**src/rtl/rxcfg_pkg.sv**
```systemverilog
package rxcfg_pkg;

  localparam int NREG = 14;
  localparam int RSV  = NREG - 1;

  function automatic int reg_width(input int i);
    case (i)
      0, 1, 5, 6, 8, 10, 11, 12: return 8;
      2, 3:                     return 32;
      4:                        return 16;
      7:                        return 5;
      9:                        return 4;
      default:                  return 0;
    endcase
  endfunction

  function automatic int reg_offset(input int i);
    int s;
    s = 0;
    for (int j = 0; j < i; j++) s += reg_width(j);
    return s;
  endfunction

  // registers that may be changed while the datapath runs
  function automatic bit is_live(input int i);
    case (i)
      0, 2, 3, 4, 5, 7, 9, 11: return 1'b1;
      default:                 return 1'b0;
    endcase
  endfunction

  localparam int CFG_W = reg_offset(RSV);

endpackage

```
**src/rtl/rxcfg_rst_sync.sv**
```systemverilog
module rxcfg_rst_sync #(
  parameter int STAGES = 2
) (
  input  logic clk,
  input  logic rst_n_in,
  output logic rst_out,
  output logic clr_out
);
  logic [STAGES-1:0] chain;
  logic              clr_q;

  always_ff @(posedge clk) begin
    chain <= {chain[STAGES-2:0], rst_n_in};
    clr_q <= ~chain[STAGES-1];
  end

  assign rst_out = ~chain[STAGES-1];
  assign clr_out = clr_q;
endmodule

```
**src/rtl/rxcfg_regs.sv**
```systemverilog
module rxcfg_regs
  import rxcfg_pkg::*;
#(
  parameter int          AW   = 10,
  parameter int          DW   = 32,
  parameter logic [AW-1:0] BASE = 10'h300
) (
  input  logic             clk,
  input  logic             rst,
  input  logic             wr_en,
  input  logic             rd_en,
  input  logic [AW-1:0]    addr,
  input  logic [DW-1:0]    wr_data,
  output logic [DW-1:0]    rd_data,
  output logic             rd_valid,
  output logic             static_wr,
  output logic [CFG_W-1:0] cfg_bus
);
  localparam int IW = $clog2(NREG);

  logic [AW-1:0] off;
  logic          in_win;
  logic [IW-1:0] idx;
  logic          soft_now;
  logic          wr_hit;
  logic [DW-1:0] rd_vals [NREG];
  logic [DW-1:0] rd_q;
  logic          rv_q;
  logic          flag_q;

  always_comb begin
    off    = addr - BASE;
    in_win = (addr >= BASE) && (off < AW'(NREG));
    idx    = off[IW-1:0];
    wr_hit = wr_en && in_win && (idx != IW'(RSV));
  end

  assign soft_now = cfg_bus[0];

  for (genvar i = 0; i < RSV; i++) begin : g_reg
    localparam int W = reg_width(i);
    logic [W-1:0] q;
    always_ff @(posedge clk) begin
      if (rst)
        q <= W'(i == 0);
      else if (wr_hit && idx == IW'(i))
        q <= wr_data[W-1:0];
    end
    assign rd_vals[i] = DW'(q);
    assign cfg_bus[reg_offset(i) +: W] = q;
  end

  assign rd_vals[RSV] = '0;

  always_ff @(posedge clk) begin
    if (rst) begin
      rd_q   <= '0;
      rv_q   <= 1'b0;
      flag_q <= 1'b0;
    end else begin
      rv_q <= rd_en;
      if (rd_en) rd_q <= in_win ? rd_vals[idx] : '0;
      if (wr_hit && !soft_now && !is_live(int'(idx)))
        flag_q <= 1'b1;
    end
  end

  assign rd_data   = rd_q;
  assign rd_valid  = rv_q;
  assign static_wr = flag_q;
endmodule

```
**src/rtl/rxcfg_gate.sv**
```systemverilog
module rxcfg_gate (
  input  logic clk,
  input  logic rst,
  input  logic soft_rst,
  input  logic role_sel,
  output logic capture_en,
  output logic proc_en,
  output logic out_drive_en,
  output logic serial_drive_en,
  output logic sync_master
);
  logic run;
  assign run = ~soft_rst;

  always_ff @(posedge clk) begin
    if (rst) begin
      capture_en      <= 1'b0;
      proc_en         <= 1'b0;
      out_drive_en    <= 1'b0;
      serial_drive_en <= 1'b0;
      sync_master     <= 1'b0;
    end else begin
      capture_en      <= run;
      proc_en         <= run;
      out_drive_en    <= run;
      serial_drive_en <= run;
      sync_master     <= run & role_sel;
    end
  end
endmodule

```
**src/rtl/rxcfg_regbank.sv**
```systemverilog
module rxcfg_regbank
  import rxcfg_pkg::*;
#(
  parameter int            AW          = 10,
  parameter int            DW          = 32,
  parameter logic [AW-1:0] BASE        = 10'h300,
  parameter int            SYNC_STAGES = 2
) (
  input  logic             clk,
  input  logic             hard_rst_n,
  input  logic             wr_en,
  input  logic             rd_en,
  input  logic [AW-1:0]    addr,
  input  logic [DW-1:0]    wr_data,
  output logic [DW-1:0]    rd_data,
  output logic             rd_valid,
  output logic             soft_rst,
  output logic             accum_clr,
  output logic             capture_en,
  output logic             proc_en,
  output logic             out_drive_en,
  output logic             serial_drive_en,
  output logic             sync_master,
  output logic             static_wr,
  output logic [CFG_W-1:0] cfg_bus
);
  logic rst_int;

  rxcfg_rst_sync #(.STAGES(SYNC_STAGES)) u_sync (
    .clk      (clk),
    .rst_n_in (hard_rst_n),
    .rst_out  (rst_int),
    .clr_out  (accum_clr)
  );

  rxcfg_regs #(.AW(AW), .DW(DW), .BASE(BASE)) u_regs (
    .clk       (clk),
    .rst       (rst_int),
    .wr_en     (wr_en),
    .rd_en     (rd_en),
    .addr      (addr),
    .wr_data   (wr_data),
    .rd_data   (rd_data),
    .rd_valid  (rd_valid),
    .static_wr (static_wr),
    .cfg_bus   (cfg_bus)
  );

  assign soft_rst = cfg_bus[0];

  rxcfg_gate u_gate (
    .clk             (clk),
    .rst             (rst_int),
    .soft_rst        (cfg_bus[0]),
    .role_sel        (cfg_bus[1]),
    .capture_en      (capture_en),
    .proc_en         (proc_en),
    .out_drive_en    (out_drive_en),
    .serial_drive_en (serial_drive_en),
    .sync_master     (sync_master)
  );
endmodule

```
**config.mk**
```make
export PLATFORM = sky130hd
export DESIGN_NAME = rxcfg_regbank
export DESIGN_NICKNAME = d
export VERILOG_FILES = /design/src/rtl/rxcfg_pkg.sv /design/src/rtl/rxcfg_rst_sync.sv /design/src/rtl/rxcfg_regs.sv /design/src/rtl/rxcfg_gate.sv /design/src/rtl/rxcfg_regbank.sv
export SDC_FILE = /design/constraint.sdc
export NUM_CORES = 1
export LEC_CHECK = 0
export ABC_AREA = 1
export ABC_CLOCK_PERIOD_IN_PS = 3500
export BUFFER_PORTS_ARGS = -buffer_cell sky130_fd_sc_hd__buf_2
export CELL_PAD_IN_SITES_DETAIL_PLACEMENT = 1
export CELL_PAD_IN_SITES_GLOBAL_PLACEMENT = 1
export CORE_MARGIN = 2
export CORE_UTILIZATION = 40
export CTS_BUF_LIST = sky130_fd_sc_hd__clkbuf_4
export CTS_CLUSTER_DIAMETER = 150
export DETAILED_ROUTE_END_ITERATION = 6
export GPL_TIMING_DRIVEN = 0
export PLACE_DENSITY_LB_ADDON = 0.2
export SLEW_MARGIN = 20
export SYNTH_ARGS = -nofsm -noshare
export SYNTH_HDL_FRONTEND = slang
export SYNTH_SLANG_ARGS = --single-unit
export TNS_END_PERCENT = 1
```
**constraint.sdc**
```tcl
create_clock -name clk -period 3.5 [get_ports clk]
set_clock_uncertainty 0.05 [all_clocks]
set_input_delay 0.35 -clock clk [delete_from_list [all_inputs] [get_ports clk]]
set_output_delay 0.35 -clock clk [all_outputs]
set_load 0.05 [all_outputs]
```
**After elaboration in Yosys (flattened, before gate mapping)**

Memory sizes are Yosys's and may differ from the RTL's.
Cells that the tools add are included.

- Add/sub/neg operators: 1
- Order comparisons: 3
- Equality and inequality tests: 13
- Mux-type cells: 5
- Bitwise operators: 4
- Reductions and logical operators: 21

Operators by type and width:

| kind | count |
|---|---|
| binary-select mux 32 bit (select 4 bit) | 1 |
| two-way mux 32 bit | 3 |
| equality test 4 bit, second input constant | 5 |
| logical AND 1 bit | 18 |
| equality test 4 x 3 -> 1 bit, second input constant | 4 |
| >= comparator 10 bit, second input constant | 1 |
| < comparator 10 x 4 -> 1 bit, second input constant | 1 |
| subtractor 10 bit, second input constant | 1 |
| equality test 4 x 2 -> 1 bit, second input constant | 2 |
| >= comparator 5 bit, second input constant | 1 |
| NOT 4 -> 5 bit | 1 |
| equality test 4 x 1 -> 1 bit, second input constant | 1 |
| logical NOT 4 bit | 1 |
| != test 4 bit, second input constant | 1 |
| logical NOT 1 bit | 2 |
| NOT 1 bit | 2 |
| bitwise AND 1 bit | 1 |
| two-way mux 1 bit | 1 |

- Flip-flop bits (word level): 192
- Memory bits (read-only): 16
- Input bits: 46
- Output and inout bits: 194
- Logic and storage cells: 68
- Memories kept: 1

Memory list:

| memory | words | width | rd ports | clocked after memory_dff | wr ports | RTL line | source |
|---|---|---|---|---|---|---|---|
| (no name shown) | 16 | 1 | 1 | 0 | 0 | rxcfg_pkg.sv:26 | `case (i)` |

**Logic depth before layout (Yosys ltp)**

Gate-level depths: netlist of run 1.

- Word-level depth: 7
- Depth in mapped cells: 13
- Depth with buffers taken out: 10

**By module**

From an unflattened synthesis of run 1, not the netlist that was laid out.

- Cells, all modules: 1222
- Area, all modules: 8431.8 um^2

By module, submodules not included:

| module | instances | cells an instance | area each (um^2) | seq. area each (um^2) |
|---|---|---|---|---|
| rxcfg_regs | 1 | 1208 | 8280.4 | 3743.6 |
| rxcfg_gate | 1 | 9 | 80.1 | 40.0 |
| rxcfg_rst_sync | 1 | 4 | 63.8 | 60.1 |
| rxcfg_regbank | 1 | 1 | 7.5 | 0.0 |

**Worst setup path before layout of run 1**

Ideal clock, no wire load.

- Kind: input -> register
- Start point: in addr[2]
- End point: reg u_regs.g_reg[5].q[2]
- Setup time: 0.119 ns
- Data arrival time: 1.538 ns
- Data required time: 3.331 ns
- Slack: 1.793 ns
- Cell stages on the path: 9
- Path buffers: 3
- Path through: buf_2 -> nand3_1 -> nand2_1 -> nor2_4 -> buf_4 -> nand3_2 -> buf_2 -> o21ai_1 -> a21oi_1

- Cells in the longest elaborated chain, start to end: 6
- Elaborated cells between the ends (all ways): 9
- Those cells by class: add/sub (1); order compare (2); eq/ne (2); reduce/logical (4)

RTL lines:

| what | RTL line | source |
|---|---|---|
| start: declaration | rxcfg_regbank.sv:13 | `input logic [AW-1:0] addr,` |
| subtractor 10 bit | rxcfg_regs.sv:32 | `off = addr - BASE;` |
| < comparator 10 x 4 -> 1 bit | rxcfg_regs.sv:33 | `in_win = (addr >= BASE) && (off < AW'(NREG));` |
| logical AND 1 bit | rxcfg_regs.sv:33 |  |
| logical AND 1 bit (2 in series) | rxcfg_regs.sv:35 | `wr_hit = wr_en && in_win && (idx != IW'(RSV));` |
| logical AND 1 bit (*) | rxcfg_regs.sv:46 | `else if (wr_hit && idx == IW'(i))` |
| end signal: assignment | rxcfg_regs.sv:45 | `q <= W'(i == 0);` |
| end signal: assignment | rxcfg_regs.sv:47 | `q <= wr_data[W-1:0];` |
| end: declaration | rxcfg_regs.sv:42 | `logic [W-1:0] q;` |

Mark *: on every way between the ends. The rest lies on a longest branch, timed or not.
A chain may end at the register's enable or synchronous reset.

==> results of run 1 <==
final cells by class:
type / instances / area (um2)
fillers: 2795 / 9990
flip-flops and latches: 192 / 3844
multi-input cells: 758 / 3480
repair buffers: 262 / 1441
inverters: 172 / 645.6
plain buffers: 81 / 360.3
well taps: 270 / 337.8
clock buffers: 18 / 135.1
clock inverters: 14 / 126.4
diodes: 2 / 5.005
state kept, by name, summed over array words and instances, names as in the netlist:
signal,flops
u_regs.g.q,153
u_gate.capture_en,1
u_sync.clr_out,1
u_regs.rd_valid,1
u_regs.static_wr,1
u_regs.rd_data,32
u_gate.sync_master,1
u_sync.chain,2
metrics by stage:
step	hold slack (ns)	area, um2
CTS	0.001676	10360
detailed placement	0.2722	9848
floorplan	0.2596	8329
global route	0.008502	10380
finish	0.03033	10380
global placement	0.2617	9848
Yosys cell counts (all sizes together):
library cell,n
o21ai,167
nor3,10
nor2,84
nand3b,1
a21boi,1
nand2,276
o22ai,16
o2111ai,1
buf,33
nand4,4
a21oi,176
nand3,22
dfxtp,192
clkbuf,48
inv,171
clkinv,1
what timing repair did:
item	in CTS	in global routing
gates resized for setup	0	0
hold buffers	25	1
hold endpoints to repair	39	1
layer usage:
metal	vias to the layer above	GRT usage [%]
met1	4394	37.15
met4	2	10.52
li1	4383	-
met3	53	5.215
met2	328	52.31
met5	-	0
where the power goes:
part	switching [mW]	internal [mW]	total [mW]	leakage, nW
Sequential	0.00164	2.19	2.19	1.55
Clock	0.886	0.317	1.20	0.140
Combinational	0.263	0.106	0.368	2.98
worst max-delay path by stage:
stage / end / depth (start not counted) / slack, ns / from
floorplan: u_regs.g_reg[5].q[2]$_SDFFE_PN0P_ / 9 / 1.79 / addr[2]
global placement: u_regs.g_reg[3].q[19]$_SDFFE_PN0P_ / 8 / 1.18 / addr[3]
detailed placement: u_regs.g_reg[3].q[19]$_SDFFE_PN0P_ / 8 / 1.15 / addr[3]
CTS: u_regs.g_reg[5].q[7]$_SDFFE_PN0P_ / 4 / 1.52 / u_sync.chain[1]$_DFF_P_
global route: u_regs.g_reg[12].q[5]$_SDFFE_PN0P_ / 4 / 1.35 / u_sync.chain[1]$_DFF_P_
finish: u_regs.g_reg[5].q[7]$_SDFFE_PN0P_ / 4 / 1.49 / u_sync.chain[1]$_DFF_P_
cells by family after synthesis:
family / count (synthesis) / synth area share (%)
AND/OR/NAND/NOR: 397 / 19.63
AO/OA/AOI/OAI: 361 / 22.14
buffers and inverters: 253 / 12.08
flip-flops: 192 / 46.15
critical path, stage by stage, from the launching register on:
cell,delay [ns]
dfxtp_1,0.39
clkbuf_1,0.54
clkbuf_1,0.60
o21ai_0,0.22
a21oi_1,0.16
==> impl_metrics.tcl, run 1 <==
set metrics [dict create \
    status "complete, no violations" \
    worstPathRequired_ns 4.00 \
    r2r_setup_slack_ns 1.49 \
    fin_total_pwr_mw 3.765 \
    cts_made_buffers 17 \
    antenna_found_initial 3 \
    detail-route-antenna-nets 0 \
    rows 52 \
    relSlewSlack_pct 40.88 \
    ir_worst_vdd_v 0.0002026 \
    cts_max_path_buffers 2 \
    cts_root_buffer "clkbuf_4" \
    grtUsageTotal_pct 29.91 \
    core_area_um2 20360 \
    setup_slack_ns 1.493 \
    syn_avg_cell_area_um2 6.924 \
    wl_met3_mm 2.020 \
    io_buffer_count 236 \
    r2r-end "u_regs.g_reg[5].q[7]$_SDFFE_PN0P_" \
    cts_tree "built" \
    dieHeight_um 148.3 \
    max_cap_viol_count 0 \
    fmax_mhz 498.1 \
    path_clk_slew_ns 0.17 \
    grt_setup_unrepaired "no" \
    wl_per_cell_um 18.99 \
    dp_hpwl_mm 24.90 \
    cp-end-kind "register" \
    worstPathMaxFanout 10 \
    hp-start "wr_data[0]" \
    highest_layer "met5" \
    finalSetupViolCount 0 \
    leakage_nw 4.664 \
    post_drt_via_cell_ratio 5.178 \
    grt_pass1_vias 9093 \
    report.final.slew_viol_count 0 \
    min_to "u_regs.g_reg[10].q[0]$_SDFFE_PN0P_" \
    drc 0 \
    ys_seq_area_share_pct 46.15 \
    grt_max_degree 19 \
    ys_seq_elements 192 \
    worst_pin_slew_ns 0.8869 \
    final_core_util_pct 50.95 \
    synth_nets 1249 \
    overflow 0 \
    yosysWarnings 0 \
    final_nets 1530 \
    finalCritPeriodShare_pct 57.36 \
    wl_met2_mm 16.69 \
    path_class "reg -> reg" \
    dp_slack_ns 1.153 \
    r2r_start "u_sync.chain[1]$_DFF_P_" \
    clock_sinks 192 \
    hold_path_class "in -> reg" \
    final_cells 1769 \
    synth_area_um2 8329 \
    area_delta_synth_final_pct 24.56 \
    rr_worst_depth 4 \
    dr.pass1.iters 5 \
    power_density_nw_per_um2 362.9 \
    drive_above_1_share_pct 21.38 \
    start_kind "register" \
    yosys.cell_types.count 28 \
    worstHoldPathCells 3 \
    vias 9160 \
    drt_iter0_drc 501 \
    wl_met1_mm 14.07 \
    htree_levels 4 \
    fin_tns_setup_ns 0 \
    drt-total-wl_mm 33.59 \
    clk_latency_ns 0.61 \
    place_inst 1709 \
    die_area_um2 21990 \
    start_util_pct 40.90 \
    die_w_um 148.3 \
    netlist_top_cells_area "dfxtp_1, nand2_1, a21oi_1, o21ai_0, inv_1" \
    hold_violations 0 \
    arrival_ns 2.50 \
    cts_setup_buffers 0 \
    grt_pass1_wl_mm 50.28 \
    yosys.area.top_type "dfxtp_1" \
    mostFrequentLayoutCells "nand2_1, buf_2, dfxtp_1" \
    final.min_clock_period_ns 2.007 \
    gp_congestion 0.9322 \
    io_pins 240 \
    synth_top_cell_area_share_pct 46.15 \
    layout_commonest_cell "nand2_1" \
    syn_inst 1203 \
]
Power figures use the tool's default switching activity.
==> run 2: changes to the inputs <==
--- a/config.mk
+++ b/config.mk
@@ -5,13 +5,13 @@
 export SDC_FILE = /design/constraint.sdc
 export NUM_CORES = 1
 export LEC_CHECK = 0
-export ABC_AREA = 1
-export ABC_CLOCK_PERIOD_IN_PS = 3500
+export ABC_AREA = 0
+export ABC_CLOCK_PERIOD_IN_PS = 1700
 export BUFFER_PORTS_ARGS = -buffer_cell sky130_fd_sc_hd__buf_2
 export CELL_PAD_IN_SITES_DETAIL_PLACEMENT = 1
 export CELL_PAD_IN_SITES_GLOBAL_PLACEMENT = 1
 export CORE_MARGIN = 2
-export CORE_UTILIZATION = 40
+export CORE_UTILIZATION = 36
 export CTS_BUF_LIST = sky130_fd_sc_hd__clkbuf_4
 export CTS_CLUSTER_DIAMETER = 150
 export DETAILED_ROUTE_END_ITERATION = 6
==> constraint.sdc (replaced) <==
create_clock -name clk -period 1.7 [get_ports clk]
set_clock_uncertainty 0.05 [all_clocks]
set_input_delay 0.17 -clock clk [delete_from_list [all_inputs] [get_ports clk]]
set_output_delay 0.17 -clock clk [all_outputs]
set_load 0.05 [all_outputs]
==> impl_metrics.tcl, run 2 <==
set metrics [dict create \
    violations "negative hold slack" \
    final_cell_area_um2 10400 \
    synth_top_family_by_area "multiplexers" \
    vias 7540 \
    fin_total_pwr_mw 7.540 \
    ys_seq_elements 192 \
    final_core_util_pct 46.06 \
    overflow 0 \
    seq_area_um2 3845 \
    hold_path_class "in -> reg" \
    relSlewSlack_pct 45.97 \
    fin_tns_setup_ns 0 \
    largest_register "u_regs.g.q" \
    yosys.cell_types.count 57 \
    synthAdderAreaFrac_pct 0 \
    detail-route-antenna-nets 0 \
    core_area_um2 22570 \
    mostFrequentLayoutCells "buf_2, dfxtp_1, mux2i_1" \
    yosysMostFrequentCell "dfxtp_1" \
    synth_commonest_cells "dfxtp_1, mux2i_1, nor2_1" \
    dr.pass1.iters 4 \
    synth_xor_area_share_pct 0.1063 \
    place_inst 1376 \
    num-fill-cells 2736 \
    cts_max_path_buffers 2 \
    layout_commonest_cell "buf_2" \
    synthArstFlopShare_pct 0 \
    drive_above_1_share_pct 31.09 \
    synth_top_cell_area_share_pct 46.63 \
    cts_setup_buffers 0 \
    cts_made_buffers 17 \
    grtUsageTotal_pct 25.52 \
    drc 0 \
    multiInputGateArea_um2 4001 \
    ir_worst_vdd_v 0.0003204 \
    cts_tree "built" \
    final_cells 1444 \
    placed_area_um2 9761 \
    syn_avg_cell_area_um2 9.596 \
    wl_per_cell_um 21.32 \
    r2r_setup_slack_ns 0.11 \
    worst_pin_slew_ns 0.8037 \
    largest_reg_flops 153 \
    dieHeight_um 155.3 \
    fmax_mhz 628.4 \
    hold_slack_ns -0.004793 \
    worstPathRequired_ns 2.13 \
    yosys.area.top_type "dfxtp_1" \
    die_area_um2 24120 \
    max_cap_viol_count 0 \
    grt_max_degree 19 \
    worstPathMaxFanout 10 \
    final.min_clock_period_ns 1.591 \
    synth_area_um2 8243 \
    start_kind "register" \
    synth_compound_area_share_pct 10.25 \
    leakage_nw 5.228 \
    path_clk_slew_ns 0.16 \
    start_util_pct 36.52 \
    status "finished with violations" \
    finalSetupViolCount 0 \
    gp_congestion 0.8241 \
    post_drt_via_cell_ratio 5.222 \
    yosys.area_share.simple_pct 17.91 \
    synth-edff-count 0 \
    drt-total-wl_mm 30.78 \
    power_density_nw_per_um2 725.3 \
    synth_ff_type "dfxtp_1" \
    hold_violations 1 \
    hold_buffers 35 \
    syn_inst 859 \
    grt_pass1_vias 7690 \
    io_pins 240 \
    finalCritPeriodShare_pct 93.61 \
    rows 55 \
    yosysWarnings 0 \
    htree_levels 4 \
    cp-end-kind "register" \
    final_nets 1191 \
    clk_latency_ns 0.60 \
    dp_hpwl_mm 22.85 \
    grt_pass1_wl_mm 46.73 \
    path_class "reg -> reg" \
    synth_nets 905 \
    drt_iter0_drc 344 \
    ys_seq_area_share_pct 46.63 \
    dp_slack_ns -0.5047 \
    die_w_um 155.3 \
    grt_setup_unrepaired "yes" \
    clock_sinks 192 \
    report.final.slew_viol_count 0 \
    arrival_ns 2.02 \
    cts_root_buffer "clkbuf_4" \
    netlist_top_cells_area "dfxtp_1, mux2i_1, nor2_1, nand2_1, mux4_2" \
    setup_slack_ns 0.1087 \
    antenna_found_initial 1 \
    area_delta_synth_final_pct 26.12 \
    io_buffer_count 232 \
    synthMuxAreaShare_pct 20.28 \
]
==> run 2: what timing repair did <==
action                                  4_1_cts  5_1_grt
endpoints found under the setup margin      179       13
gates resized for setup                      19        2
endpoints found under the hold margin        77        1
==> run 2: layout make-up <==
cell class | count | area share, %
antenna | 1 | 0.02407
multi-input combinational | 586 | 38.49
tap | 285 | 3.430
clock buffer | 17 | 1.228
timing repair buffer | 267 | 14.54
inverter | 7 | 0.2527
sequential | 192 | 36.98
buffer | 74 | 3.803
clock inverter | 15 | 1.252
==> run 2: path summary, 6_finish.rpt <==
check                                      end  depth (start not counted)                    start
max          u_regs.g_reg[4].q[3]$_SDFFE_PN0P_                          4  u_sync.chain[1]$_DFF_P_
max reg2reg  u_regs.g_reg[4].q[3]$_SDFFE_PN0P_                          4  u_sync.chain[1]$_DFF_P_
min          u_regs.g_reg[2].q[0]$_SDFFE_PN0P_                          5                  addr[5]
min reg2reg            u_sync.chain[1]$_DFF_P_                          0  u_sync.chain[0]$_DFF_P_
==> run 2: report_power, final <==
group	switching, mW	internal (mW)	total, mW	leakage [nW]
clock	1.77	0.629	2.40	0.138
sequential	0.00400	4.51	4.51	1.55
combinational	0.412	0.212	0.624	3.54
total	2.19	5.35	7.54	5.23
==> run 2: worst max-delay path, cell delays in order (launching register included) <==
cell and delay [ns]:
dfxtp_1 0.39, inv_1 0.20, clkbuf_2 0.36, clkbuf_2 0.39, nor2_1 0.09
==> run 2: cells by family (layout without fill, tap and decap cells) <==
group | count (synthesis) | after routing
other | 0 | 1
AO/OA/AOI/OAI | 123 | 123
buffers and inverters | 81 | 380
multiplexers | 153 | 153
XOR/XNOR | 1 | 1
AND/OR/NAND/NOR | 309 | 309
flip-flops | 192 | 192
==> run 2: per-layer routing <==
layer / GRT usage (%) / share of wire [%]
met3: 6.992 / 6.5
met1: 31.37 / 43
met4: 5.592 / 0.98
met2: 44.74 / 49
met5: 0 / 0
